$ cat src/rtl/irq_hub_pkg.sv
`timescale 1ns/1ps
package irq_hub_pkg;
   // Endpoint request bit positions
   localparam int EP_IN0_BAV_BIT = 0;
   localparam int EP_IN2_BAV_BIT = 3;
   localparam int EP_IN3_BAV_BIT = 4;
   localparam int EP_SETUP_BIT   = 5;
   // Bus request bit positions
   localparam int BUS_SUPPLY_ON_BIT  = 0;
   localparam int BUS_SUPPLY_OFF_BIT = 1;

   typedef enum logic {
      PIN_EDGE  = 1'b0,
      PIN_LEVEL = 1'b1
   } pin_mode_e;
endpackage

$ cat src/rtl/irq_bank.sv
`timescale 1ns/1ps
// One request register plus its enable register.
module irq_bank #(
   parameter int                W       = 8,
   parameter logic [W-1:0]      RST_VAL = '0
) (
   input  logic         clk,
   input  logic         rst_n,
   input  logic [W-1:0] evt,
   input  logic [W-1:0] wdata,
   input  logic         req_we,
   input  logic         en_we,
   output logic [W-1:0] req_q,
   output logic [W-1:0] en_q,
   output logic [W-1:0] act
);
   for (genvar i = 0; i < W; i++) begin : g_bit
      logic bit_q;
      logic clr;
      assign clr = req_we & wdata[i];
      always_ff @(posedge clk or negedge rst_n) begin
         if (!rst_n) bit_q <= RST_VAL[i];
         else        bit_q <= evt[i] | (bit_q & ~clr);   // set wins
      end
      assign req_q[i] = bit_q;
   end

   always_ff @(posedge clk or negedge rst_n) begin
      if (!rst_n)     en_q <= '0;
      else if (en_we) en_q <= wdata;
   end

   assign act = req_q & en_q;
endmodule

$ cat src/rtl/irq_pin_drv.sv
`timescale 1ns/1ps
// Pin driver: level (open-drain, active low) or edge (push-pull).
module irq_pin_drv #(
   parameter int N = 16
) (
   input  logic         clk,
   input  logic         rst_n,
   input  logic [N-1:0] act,
   input  logic         level_mode,
   input  logic         edge_pol,
   output logic         pin_out,
   output logic         pin_oe
);
   import irq_hub_pkg::*;

   logic [N-1:0] prev_q;
   logic         edge_act_q;
   logic         pending;
   logic         fresh;
   logic         edge_act_d;
   pin_mode_e    mode;

   assign mode    = pin_mode_e'(level_mode);
   assign pending = |act;
   assign fresh   = |(act & ~prev_q);
   // Drop for one cycle when a new request appears while already active.
   assign edge_act_d = pending & ~(edge_act_q & fresh);

   always_ff @(posedge clk or negedge rst_n) begin
      if (!rst_n) begin
         prev_q     <= '0;
         edge_act_q <= 1'b0;
      end else begin
         prev_q     <= act;
         edge_act_q <= edge_act_d;
      end
   end

   always_comb begin
      unique case (mode)
         PIN_LEVEL: begin
            pin_out = 1'b0;
            pin_oe  = pending;
         end
         default: begin
            pin_out = edge_pol ? edge_act_q : ~edge_act_q;
            pin_oe  = 1'b1;
         end
      endcase
   end
endmodule

$ cat src/rtl/irq_hub.sv
`timescale 1ns/1ps
module irq_hub #(
   parameter int REG_W = 8
) (
   input  logic             clk,
   input  logic             rst_n,
   input  logic [REG_W-1:0] bus_evt,
   input  logic [REG_W-1:0] ep_evt,
   input  logic [REG_W-1:0] wdata,
   input  logic             bus_req_we,
   input  logic             bus_en_we,
   input  logic             ep_req_we,
   input  logic             ep_en_we,
   input  logic             level_mode,
   input  logic             edge_pol,
   output logic [REG_W-1:0] bus_req_q,
   output logic [REG_W-1:0] bus_en_q,
   output logic [REG_W-1:0] ep_req_q,
   output logic [REG_W-1:0] ep_en_q,
   output logic             pin_out,
   output logic             pin_oe
);
   import irq_hub_pkg::*;

   localparam int N_SRC = 2 * REG_W;
   localparam logic [REG_W-1:0] EP_RST =
      REG_W'((1 << EP_IN0_BAV_BIT) | (1 << EP_IN2_BAV_BIT) | (1 << EP_IN3_BAV_BIT));

   if (REG_W <= EP_SETUP_BIT) begin : g_bad_width
      $error("irq_hub: REG_W must exceed the setup bit position");
   end

   logic [REG_W-1:0] bus_act, ep_act;

   irq_bank #(.W(REG_W), .RST_VAL('0)) u_bus (
      .clk(clk), .rst_n(rst_n), .evt(bus_evt), .wdata(wdata),
      .req_we(bus_req_we), .en_we(bus_en_we),
      .req_q(bus_req_q), .en_q(bus_en_q), .act(bus_act));

   irq_bank #(.W(REG_W), .RST_VAL(EP_RST)) u_ep (
      .clk(clk), .rst_n(rst_n), .evt(ep_evt), .wdata(wdata),
      .req_we(ep_req_we), .en_we(ep_en_we),
      .req_q(ep_req_q), .en_q(ep_en_q), .act(ep_act));

   irq_pin_drv #(.N(N_SRC)) u_pin (
      .clk(clk), .rst_n(rst_n), .act({bus_act, ep_act}),
      .level_mode(level_mode), .edge_pol(edge_pol),
      .pin_out(pin_out), .pin_oe(pin_oe));
endmodule

$ cat config.mk
export PLATFORM = sky130hd
export DESIGN_NAME = irq_hub
export DESIGN_NICKNAME = d
export VERILOG_FILES = /design/src/rtl/irq_hub_pkg.sv /design/src/rtl/irq_bank.sv /design/src/rtl/irq_pin_drv.sv /design/src/rtl/irq_hub.sv
export SDC_FILE = /design/constraint.sdc
export NUM_CORES = 1
export LEC_CHECK = 0
export ABC_AREA = 0
export BUFFER_PORTS_ARGS = -buffer_cell sky130_fd_sc_hd__buf_2
export CAP_MARGIN = 40
export CORE_AREA = 2 2 66 75
export CTS_BUF_LIST = sky130_fd_sc_hd__clkbuf_2
export DETAILED_ROUTE_END_ITERATION = 10
export DIE_AREA = 0 0 68 77
export PLACE_DENSITY = 0.8
export SLEW_MARGIN = 20
export SYNTH_ARGS = -nofsm -noshare
export SYNTH_HDL_FRONTEND = slang
export SYNTH_SLANG_ARGS = --single-unit
$ cat constraint.sdc
create_clock -name clk -period 1.2 [get_ports clk]
set_input_delay 0.06 -clock clk [delete_from_list [all_inputs] [get_ports clk]]
set_output_delay 0.06 -clock clk [all_outputs]
set_load 0.02 [all_outputs]
==> results of run 1 <==
[power by group through the flow]
stage / sequential (mW) / combinational (mW) / clock (mW)
floorplan: 2.01 / 0.375 / 0
global placement: 1.93 / 0.812 / 0
detailed placement: 1.94 / 0.831 / 0
CTS: 1.91 / 1.03 / 0.656
global route: 1.94 / 1.25 / 0.742
finish: 1.93 / 1.16 / 0.652
[registers in the layout (all words and copies together) (netlist names)]
register / cells
u_ep.g_bit.bit_q: 8
u_ep.en_q: 8
u_bus.en_q: 8
u_pin.prev_q: 16
u_pin.edge_act_q: 1
u_bus.g_bit.bit_q: 8
[critical path, stage by stage (launching register included)]
cell      delay [ns]
dfrtp_2         0.45
and2_4          0.14
a2111o_1        0.42
nor4_4          0.32
nand2_1         0.10
buf_6           0.14
[Yosys cell counts]
library cell  instances
and2_1                9
dfstp_2               3
o2111ai_1             4
nor2_1                1
dfrtp_1              46
a21o_1               16
nand2_1              21
and2_4                3
clkbuf_1              4
buf_4                16
a2111o_1              4
mux2_2               16
inv_1                 4
xor2_1                1
a21oi_1               1
or4_1                 1
nand3b_1             12
nor4_2                1
[cells in the final DEF, fill, tap and decap left out]
cell type / Yosys / routed
nand3b_1: 12 / 12
clkbuf_2: 0 / 7
nand2_1: 21 / 21
and2_1: 9 / 7
clkinv_1: 0 / 1
buf_6: 0 / 59
a21o_1: 16 / 16
and2_4: 3 / 5
xor2_1: 1 / 1
inv_1: 4 / 4
or4_1: 1 / 1
dfrtp_1: 46 / 42
dfstp_2: 3 / 3
mux2_2: 16 / 16
o2111ai_1: 4 / 4
a2111o_1: 4 / 4
buf_4: 16 / 14
buf_2: 0 / 33
nor2_1: 1 / 1
dlygate4sd3_1: 0 / 27
buf_12: 0 / 1
a21oi_2: 0 / 1
dfrtp_2: 0 / 4
nor4_4: 0 / 1
[cell type report]
class	instances	share of cell area (%)
Clock buffer	7	1.071
Clock inverter	1	0.1148
Timing Repair Buffer	134	37.45
Tap cell	56	2.142
Multi-Input combinational cell	90	21.00
Sequential cell	49	37.76
Inverter	4	0.4591
[per-layer routing]
metal  vias up  global-route usage (%)  wire length (µm)
li1        793                       -                 -
met5         -                       0                 0
met1       839                   26.46              2333
met4         0                   5.800                68
met3         9                   4.692               235
met2        57                   35.53              2989
[cells by family after synthesis]
group | synth area share, %
buffers and inverters | 7.326
flip-flops | 60.01
AO/OA/AOI/OAI | 10.01
multiplexers | 8.791
AND/OR/NAND/NOR | 13.43
XOR/XNOR | 0.4274
[timing repair]
item	in CTS	in global routing
hold buffers	25	2
endpoints found under the hold margin	81	4
gates cloned	0	0
gates resized for setup	43	54
pin swaps	5	7
buffers inserted	7	14
endpoints found under the setup margin	18	33
[through the flow]
stage | setup slack (ns) | TNS, ns | utilization, % | power (mW) | hold slack [ns]
2_1_floorplan | -0.3148 | -0.5638 | - | 2.387 | -0.2356
3_3_place_gp | -0.3377 | -0.5886 | 57.47 | 2.739 | 0.06277
3_5_place_dp | -0.3430 | -0.6234 | 57.47 | 2.770 | 0.06700
4_1_cts | -0.8406 | -1.850 | 68.03 | 3.598 | 0.01717
5_1_grt | -0.9515 | -3.441 | 72.85 | 3.931 | 0.04216
6_report | -0.8267 | -1.720 | 72.85 | 3.740 | 0.07913
[worst paths after layout]
| path | endpoint | from | slack [ns] |
|---|---|---|---|
| setup reg to reg | u_pin.edge_act_q$_DFF_PN0_ | u_bus.en_q[3]$_DFFE_PN0P_ | -0.37 |
| hold reg to reg | u_pin.prev_q[11]$_DFF_PN0_ | u_bus.g_bit[3].bit_q$_DFF_PN0_ | 0.55 |
| setup / recovery | pin_oe | u_ep.en_q[3]$_DFFE_PN0P_ | -0.83 |
| max in group asynchronous | u_ep.g_bit[3].bit_q$_DFF_PN1_ | rst_n | 0.80 |
| hold / removal | u_ep.en_q[6]$_DFFE_PN0P_ | ep_en_we | 0.08 |
| min in group asynchronous | u_ep.en_q[6]$_DFFE_PN0P_ | rst_n | 0.11 |
==> metrics.cfg, run 1 <==
[outcome]
outcome = finished with violations
violations = negative setup slack

[clocking]
clkTransAtPathRegs_ns = 0.24
cts_tree = yes
clock-sinks = 49
clk_latency_ns = 0.42
cts_root_buf = clkbuf_2
cts_buffers = 5
clockBufferDepth = 2
htreeDepth = 2

[global_route]
grt_pass1_wl_um = 8066
antenna_found_initial = 0
grt_start_max_net_pins = 50
grt.overflow.total = 0
gr-usage-all-layers_pct = 21.00
grt_pass1_vias = 1691

[layout]
num_antenna_cells = 0
multi_input_area_um2 = 686.9
area_growth_pct = 59.58
drive_gt1_share_pct = 50.53
fin_cells = 341
regArea_um2 = 1235
design_area_um2 = 3271
nFillCells = 297
fin_nets = 316

[detailed_routing]
wire_per_inst_um = 16.50
via_per_inst = 4.979
routed_wl_um = 5626
vias = 1698
ant_nets = 0
drcViolationCount = 0
first_pass_iters = 4
dr.first_iter.drc_count = 103

[synthesis]
ys_seq_area_share_pct = 60.01
avgSynthCellArea_um2 = 12.57
synth_cell_types = 18
syn_inst = 163
synth_top_area_cell = dfrtp_1
mappedNetlistArea_um2 = 2049
synth_top_area_share_pct = 56.17
yosys_warnings = 0
synth_seq_cells = 49
syn_nets = 195
synthTopCellsByArea = dfrtp_1, mux2_2, a21o_1, buf_4, nand3b_1

[floorplanning]
die-area_um2 = 5236
die_x_um = 68
fp.coreArea_um2 = 4489
num_rows = 26
die_y_um = 77
start_util_pct = 45.65
pin_count = 66

[worst_setup_path]
required_ns = 1.14
cp-end-kind = output port
critPathKind = reg2out
rr_worst_depth = 5
crit_arrival_ns = 1.97
start_kind = flop
worstPathMaxFanout = 2

[power_and_ir_drop]
combinationalPowerShare_pct = 31.1
seqPwrFrac_pct = 51.5
netSwitchingFraction_pct = 29.30
clockPowerShare_pct = 17.4
power.switching_mw = 1.096
internal_power_mw = 2.644
ir_drop_v = 0.0005607
p_per_area_nw_per_um2 = 1143
leakage_nw = 1.552

[sta]
rsz0062_at_grt = yes
worst_slack_ns = -0.8267
final.setup_skew_ns = 0.01954
slew_headroom_pct = 82.47
drv_slew = 0
layout_min_cycle_time_ns = 2.027
timing.final.hold_violations = 0
tightest_slew_ns = 0.2627
setup_violations = 11
fin_crit_sh_pct = 168.9
fmaxAchievable_ghz = 0.4934

[hold_path]
hold_depth = 2
hp-class = in2reg

[flow_run]
maxCapViolCount = 0

[place]
gp_congestion = 0.8121
placedCellCount = 297
placed_area_um2 = 2580
numPortBuffers = 65
hpwl_um = 3595

No activity file was read; power rests on OpenSTA's default activity.
==> run 2: changes to the inputs <==
--- a/config.mk
+++ b/config.mk
@@ -5,14 +5,14 @@
 export SDC_FILE = /design/constraint.sdc
 export NUM_CORES = 1
 export LEC_CHECK = 0
-export ABC_AREA = 0
+export ABC_AREA = 1
 export BUFFER_PORTS_ARGS = -buffer_cell sky130_fd_sc_hd__buf_2
 export CAP_MARGIN = 40
-export CORE_AREA = 2 2 66 75
+export CORE_AREA = 2 2 70 72
 export CTS_BUF_LIST = sky130_fd_sc_hd__clkbuf_2
 export DETAILED_ROUTE_END_ITERATION = 10
-export DIE_AREA = 0 0 68 77
-export PLACE_DENSITY = 0.8
+export DIE_AREA = 0 0 72 74
+export PLACE_DENSITY = 0.79
 export SLEW_MARGIN = 20
 export SYNTH_ARGS = -nofsm -noshare
 export SYNTH_HDL_FRONTEND = slang
==> run 2 against run 1 <==
  * The run still ends with negative setup slack left
  * Non-clock buffer count decreased by 18
  * Critical endpoint unchanged
  * Final area decreased by 8.2%
  * Hold slack got worse by 0.0094 ns
  * Largest cell class unchanged
==> metrics.cfg, run 2 <==
[outcome]
outcome = finished with violations  ; unchanged
violations = negative setup slack  ; unchanged

[layout]
largest_reg_flops = 16  ; unchanged
largest_register = u_pin.prev_q  ; unchanged
finish.utilization_pct = 65.28  ; was 72.85%
drive_gt1_share_pct = 44.30  ; was 50.53%
area_growth_pct = 45.48  ; was 59.58%
fin_nets = 329  ; was 316
final_cell_mix = dfrtp_1, buf_2, buf_6  ; was buf_6, dfrtp_1, buf_2
num_antenna_cells = 0  ; unchanged
layout_commonest_cell = dfrtp_1  ; was buf_6
fin_cells = 352  ; was 341

[worst_setup_path]
required_ns = 1.14  ; about the same
worstPathMaxFanout = 3  ; was 2
rr_startpoint = u_ep.g_bit[4].bit_q$_DFF_PN1_  ; was u_bus.en_q[3]$_DFFE_PN0P_
worstReg2RegEnd = u_pin.edge_act_q$_DFF_PN0_  ; unchanged
critPathKind = reg2out  ; unchanged
cp-end-kind = output port  ; unchanged
start_kind = flop  ; unchanged
rr_worst_depth = 8  ; was 5
crit_end = pin_oe  ; unchanged
crit_arrival_ns = 1.67  ; was 1.97 ns
r2r_slack_ns = 0  ; was -0.37 ns
crit_start = u_ep.en_q[6]$_DFFE_PN0P_  ; was u_ep.en_q[3]$_DFFE_PN0P_

[floorplanning]
die-area_um2 = 5328  ; was 5236 µm²
pin_count = 66  ; unchanged
die_x_um = 72  ; was 68 µm
start_util_pct = 44.87  ; was 45.65%
num_rows = 25  ; was 26
fp.coreArea_um2 = 4598  ; was 4489 µm²
die_y_um = 74  ; was 77 µm

[power_and_ir_drop]
p_per_area_nw_per_um2 = 1186  ; was 1143 nW/µm²
internal_power_mw = 2.472  ; was 2.644 mW
netSwitchingFraction_pct = 30.54  ; was 29.30%
ir_drop_v = 0.0006657  ; was 0.0005607 V
p_total_mw = 3.559  ; was 3.740 mW
seqPwrFrac_pct = 54.1  ; was 51.5%
clockPowerShare_pct = 18.6  ; was 17.4%
power.switching_mw = 1.087  ; was 1.096 mW
combinationalPowerShare_pct = 27.3  ; was 31.1%
leakage_nw = 1.529  ; was 1.552 nW

[clocking]
clock-sinks = 49  ; unchanged
cts_buffers = 5  ; unchanged
cts_tree = yes  ; unchanged
clkTransAtPathRegs_ns = 0.24  ; about the same
clk_latency_ns = 0.43  ; was 0.42 ns
cts_root_buf = clkbuf_2  ; unchanged
htreeDepth = 2  ; unchanged
clockBufferDepth = 2  ; unchanged

[place]
placedCellCount = 311  ; was 297
hpwl_um = 3308  ; was 3595 µm
numPortBuffers = 65  ; unchanged
gp_congestion = 0.7950  ; was 0.8121

[sta]
fin_crit_sh_pct = 144.3  ; was 168.9%
tightest_slew_ns = 0.4487  ; was 0.2627 ns
drv_slew = 0  ; unchanged
rsz0062_at_grt = yes  ; unchanged
timing.final.hold_violations = 0  ; unchanged
worst_slack_ns = -0.5318  ; was -0.8267 ns
fmaxAchievable_ghz = 0.5774  ; was 0.4934 GHz
slew_headroom_pct = 70.09  ; was 82.47%
layout_min_cycle_time_ns = 1.732  ; was 2.027 ns
fin_hold_ws_ns = 0.06968  ; was 0.07913 ns
setup_violations = 6  ; was 11
final.setup_skew_ns = 0.01381  ; was 0.01954 ns

[synthesis]
ys_seq_area_share_pct = 59.61  ; was 60.01%
synthTopCellsByArea = dfrtp_1, mux2_2, buf_4, nand2_1, a21o_1  ; was dfrtp_1, mux2_2, a21o_1, buf_4, nand3b_1
async_flop_share_pct = 100.0  ; unchanged
synth_cell_types = 18  ; unchanged
synth_top_area_share_pct = 55.79  ; was 56.17%
synth-main-ff-cell = dfrtp_1  ; unchanged
synth_edf_count = 0  ; unchanged
mappedNetlistArea_um2 = 2063  ; was 2049 µm²
synth_seq_cells = 49  ; unchanged
synth_most_common_cell = dfrtp_1  ; unchanged
yosys_warnings = 0  ; unchanged
synth_top_area_cell = dfrtp_1  ; unchanged
avgSynthCellArea_um2 = 10.64  ; was 12.57 µm²
ys_top_cells_by_count = dfrtp_1, nand2_1, nor2_1  ; was dfrtp_1, nand2_1, a21o_1, buf_4, mux2_2
syn_nets = 226  ; was 195
syn_inst = 194  ; was 163

[detailed_routing]
ant_nets = 0  ; unchanged
vias = 1642  ; was 1,698
via_per_inst = 4.665  ; was 4.979
wire_per_inst_um = 14.09  ; was 16.50 µm
routed_wl_um = 4960  ; was 5626 µm
drcViolationCount = 0  ; unchanged
first_pass_iters = 5  ; was 4
dr.first_iter.drc_count = 46  ; was 103

[global_route]
grt_pass1_vias = 1606  ; was 1,691
grt_start_max_net_pins = 23  ; was 50
antenna_found_initial = 0  ; unchanged
gr-usage-all-layers_pct = 19.02  ; was 21.00%
grt.overflow.total = 0  ; unchanged
grt_pass1_wl_um = 7583  ; was 8066 µm

[hold_path]
hp-class = in2async  ; was in2reg

[flow_run]
maxCapViolCount = 0  ; unchanged

-- run 2: cell types whose count changed after synthesis, moves of 9 or more --
| cell | previous run | this run |
|---|---|---|
| and2_1 | 9 | 0 |
| nand2_2 | 0 | 10 |
| nand3b_1 | 12 | 0 |
| inv_1 | 4 | 14 |
| nand2_1 | 21 | 32 |
| nor2_1 | 1 | 28 |
-- run 2: area by class of cell --
cell class / count / area [µm²]
sequential: 49 / 1230
timing repair buffer: 116 / 965.9
inverter: 16 / 60.06
tap: 54 / 67.56
clock inverter: 2 / 10.01
clock buffer: 6 / 30.03
fill: 372 / 1597
multi-input combinational: 109 / 638.1
-- run 2: metal layers --
metal,up-vias,part of all wire [%],global-route usage [%],wire (µm)
li1,799,-,-,-
met1,787,43,25.11,2155
met2,48,50,30.97,2477
met3,8,5.2,4.065,260
met4,0,1.4,7.757,68
met5,-,0,0,0
-- run 2: how the worst min path moves through the flow --
stage,start,to,cells past startpoint
2_1_floorplan,rst_n,u_bus.en_q[0]$_DFFE_PN0P_,0
3_3_place_gp,rst_n,u_ep.en_q[4]$_DFFE_PN0P_,1
3_5_place_dp,rst_n,u_ep.en_q[4]$_DFFE_PN0P_,1
4_1_cts,ep_en_we,u_ep.en_q[2]$_DFFE_PN0P_,2
5_1_grt,ep_en_we,u_ep.en_q[3]$_DFFE_PN0P_,2
6_report,rst_n,u_ep.en_q[4]$_DFFE_PN0P_,2
-- run 2: logic make-up after synthesis --
group	after synthesis	share of synthesized area, %
simple gates	75	15.40
flops	49	59.61
buf+inv	36	9.703
compound gates	17	6.125
mux	16	8.732
xor+xnor	1	0.4246
-- run 2: metrics by stage --
stage                     setup TNS (ns)  cell area (µm²)  worst slack (ns)
final                             -1.115             3002           -0.5318
after global routing              -2.204             3002           -0.6589
after CTS                        -0.9823             2920           -0.5182
after detailed placement        -0.01212             2464          -0.01212
after global placement          -0.01243             2464          -0.01243
after floorplan                        0             2063           0.03937
-- run 2: repair_timing --
item / CTS / global route
hold buffers: 27 / 0
buffers inserted: 3 / 11
setup endpoints to repair: 19 / 22
resized for setup: 41 / 17
hold endpoints to repair: 81 / 0
pin swaps: 2 / 2
-- run 2: worst max-delay path, cell delays in order, from the launching register on --
cell and delay (ns):
dfrtp_1 0.46, nand2_2 0.11, nand4_1 0.10, or2_1 0.24, nor2_2 0.14, nand2_1 0.05, buf_2 0.15
-- run 2: power by group through the flow --
stage               logic, mW  clock network (mW)  registers (mW)
floorplan               0.390                   0            2.01
global placement        0.736                   0            1.94
detailed placement      0.751                   0            1.95
CTS                     0.910               0.677            1.92
global route             1.05               0.742            1.94
finish                  0.971               0.662            1.93
==> run 3: changes to the inputs <==
--- a/config.mk
+++ b/config.mk
@@ -8,11 +8,11 @@
 export ABC_AREA = 1
 export BUFFER_PORTS_ARGS = -buffer_cell sky130_fd_sc_hd__buf_2
 export CAP_MARGIN = 40
-export CORE_AREA = 2 2 70 72
+export CORE_AREA = 2 2 89 57
 export CTS_BUF_LIST = sky130_fd_sc_hd__clkbuf_2
 export DETAILED_ROUTE_END_ITERATION = 10
-export DIE_AREA = 0 0 72 74
-export PLACE_DENSITY = 0.79
+export DIE_AREA = 0 0 91 59
+export PLACE_DENSITY = 0.8
 export SLEW_MARGIN = 20
 export SYNTH_ARGS = -nofsm -noshare
 export SYNTH_HDL_FRONTEND = slang
==> run 3 against run 2 <==
  * The run still ends with negative setup slack left
  * Register-to-register slack got worse by 0.06 ns
  * Clock power rose by 1%
  * Critical endpoint unchanged
  * First-iteration DRC count rose by 78%
==> metrics.cfg, run 3 (synthesis gave the netlist of run 2 again) <==
[outcome]
outcome = finished with violations  ; unchanged
violations = negative setup slack  ; unchanged

[sta]
layout_min_cycle_time_ns = 1.736  ; was 1.732 ns
fin_crit_sh_pct = 144.7  ; was 144.3%
worst_slack_ns = -0.5359  ; was -0.5318 ns
timing.final.hold_violations = 0  ; unchanged
fin_hold_ws_ns = 0.06072  ; was 0.06968 ns
slew_headroom_pct = 82.46  ; was 70.09%
rsz0062_at_grt = yes  ; unchanged
fin_tns_setup_ns = -0.8915  ; was -1.115 ns
fmaxAchievable_ghz = 0.5761  ; was 0.5774 GHz
drv_slew = 0  ; unchanged
setup_violations = 12  ; was 6
tightest_slew_ns = 0.2631  ; was 0.4487 ns
final.setup_skew_ns = 0.01347  ; was 0.01381 ns

[layout]
finish.utilization_pct = 71.98  ; was 65.28%
largest_register = u_pin.prev_q  ; unchanged
drive_gt1_share_pct = 47.62  ; was 44.30%
fin_nets = 346  ; was 329
num_antenna_cells = 0  ; unchanged
fin_cells = 378  ; was 352
design_area_um2 = 3217  ; was 3002 µm²
largest_reg_flops = 16  ; unchanged
final_cell_mix = buf_6, dfrtp_1, buf_2  ; was dfrtp_1, buf_2, buf_6
area_growth_pct = 55.91  ; was 45.48%
layout_commonest_cell = buf_6  ; was dfrtp_1

[global_route]
antenna_found_initial = 0  ; unchanged
grt.overflow.total = 0  ; unchanged
gr-usage-all-layers_pct = 20.61  ; was 19.02%
grt_pass1_vias = 1773  ; was 1,606
grt_start_max_net_pins = 50  ; was 23
grt_pass1_wl_um = 8328  ; was 7583 µm

[worst_setup_path]
crit_arrival_ns = 1.68  ; was 1.67 ns
r2r_slack_ns = -0.06  ; was 0 ns
required_ns = 1.14  ; about the same
start_kind = flop  ; unchanged
rr_worst_depth = 6  ; was 8
crit_chain = nand2_2 > nand4_1 > or2_1 > nor2_2 > nand2_1 > buf_2  ; unchanged
max_stage_delay_ns = 0.46  ; about the same
worstPathMaxFanout = 3  ; unchanged
worstReg2RegEnd = u_pin.edge_act_q$_DFF_PN0_  ; unchanged
slowest_stage = dfrtp_1  ; unchanged
critPathKind = reg2out  ; unchanged
cp-end-kind = output port  ; unchanged
rr_startpoint = u_ep.g_bit[0].bit_q$_DFF_PN1_  ; was u_ep.g_bit[4].bit_q$_DFF_PN1_

[place]
placed_area_um2 = 2603  ; was 2464 µm²
place_ws_ns = -0.03407  ; was -0.01212 ns
placedCellCount = 337  ; was 311
hpwl_um = 3313  ; was 3308 µm
numPortBuffers = 65  ; unchanged
gp_congestion = 0.7556  ; was 0.7950

[clocking]
cts_buffers = 5  ; unchanged
cts_root_buf = clkbuf_2  ; unchanged
clk_latency_ns = 0.43  ; about the same
cts_tree = yes  ; unchanged
htreeDepth = 2  ; unchanged
clockBufferDepth = 2  ; unchanged
clkTransAtPathRegs_ns = 0.24  ; about the same
clock-sinks = 49  ; unchanged

[detailed_routing]
first_pass_iters = 4  ; was 5
routed_wl_um = 5384  ; was 4960 µm
drcViolationCount = 0  ; unchanged
dr.first_iter.drc_count = 82  ; was 46
wire_per_inst_um = 14.24  ; was 14.09 µm
vias = 1731  ; was 1,642
ant_nets = 0  ; unchanged
via_per_inst = 4.579  ; was 4.665

[hold_path]
holdCritStartpoint = bus_en_we
hold_depth = 2
hold_end = u_bus.en_q[1]$_DFFE_PN0P_
hp-class = in2reg  ; was in2async

[power_and_ir_drop]
leakage_nw = 1.635  ; was 1.529 nW
ir_drop_v = 0.0008039  ; was 0.0006657 V
p_per_area_nw_per_um2 = 1159  ; was 1186 nW/µm²
p_total_mw = 3.728  ; was 3.559 mW

[floorplanning]
pin_count = 66  ; unchanged
fp.coreArea_um2 = 4469  ; was 4598 µm²
start_util_pct = 46.16  ; was 44.87%
num_rows = 19  ; was 25
die-area_um2 = 5369  ; was 5328 µm²
die_y_um = 59  ; was 74 µm
die_x_um = 91  ; was 72 µm

[flow_run]
maxCapViolCount = 0  ; unchanged

-- run 3: how the worst max path moves through the flow --
stage / start / cells after the start / to
2_1_floorplan: u_ep.en_q[6]$_DFFE_PN0P_ / 5 / pin_oe
6_report: u_ep.en_q[0]$_DFFE_PN0P_ / 6 / pin_oe
5_1_grt: u_ep.en_q[2]$_DFFE_PN0P_ / 6 / pin_oe
4_1_cts: u_ep.g_bit[1].bit_q$_DFF_PN0_ / 6 / pin_oe
3_3_place_gp: u_ep.g_bit[1].bit_q$_DFF_PN0_ / 6 / pin_oe
3_5_place_dp: u_ep.g_bit[1].bit_q$_DFF_PN0_ / 6 / pin_oe
-- run 3: critical path, delay by kind of cell, from the launching register on --
family        cells  cell delay (ns)
buf+inv           1             0.15
flops             1             0.46
simple gates      5             0.63
-- run 3: report_power, final --
part	internal (mW)	switching, mW
Sequential	1.82	0.108
Combinational	0.619	0.508
Clock	0.146	0.522
-- run 3: per-layer routing --
| metal | share of wire (%) | vias up | wire length (µm) | global-route usage (%) |
|---|---|---|---|---|
| met4 | 1.7 | 0 | 91 | 6.494 |
| li1 | - | 831 | - | - |
| met2 | 48 | 59 | 2576 | 35.03 |
| met5 | 0 | - | 0 | 0 |
| met3 | 4.9 | 9 | 264 | 4.580 |
| met1 | 46 | 832 | 2451 | 27.13 |
-- run 3: area by class of cell --
cell class,count,area (µm²)
Sequential cell,49,1230
Multi-Input combinational cell,109,641.9
Inverter,16,60.06
Timing Repair Buffer,133,1166
Tap cell,63,78.83
Clock buffer,6,30.03
Clock inverter,2,10.01
Fill cell,315,1252
-- run 3: repair_timing --
item / CTS / global route
resized for setup: 62 / 20
endpoints found under the hold margin: 81 / 0
setup buffers: 8 / 10
setup endpoints to repair: 28 / 30
hold buffers: 27 / 0
pin swaps: 2 / 5
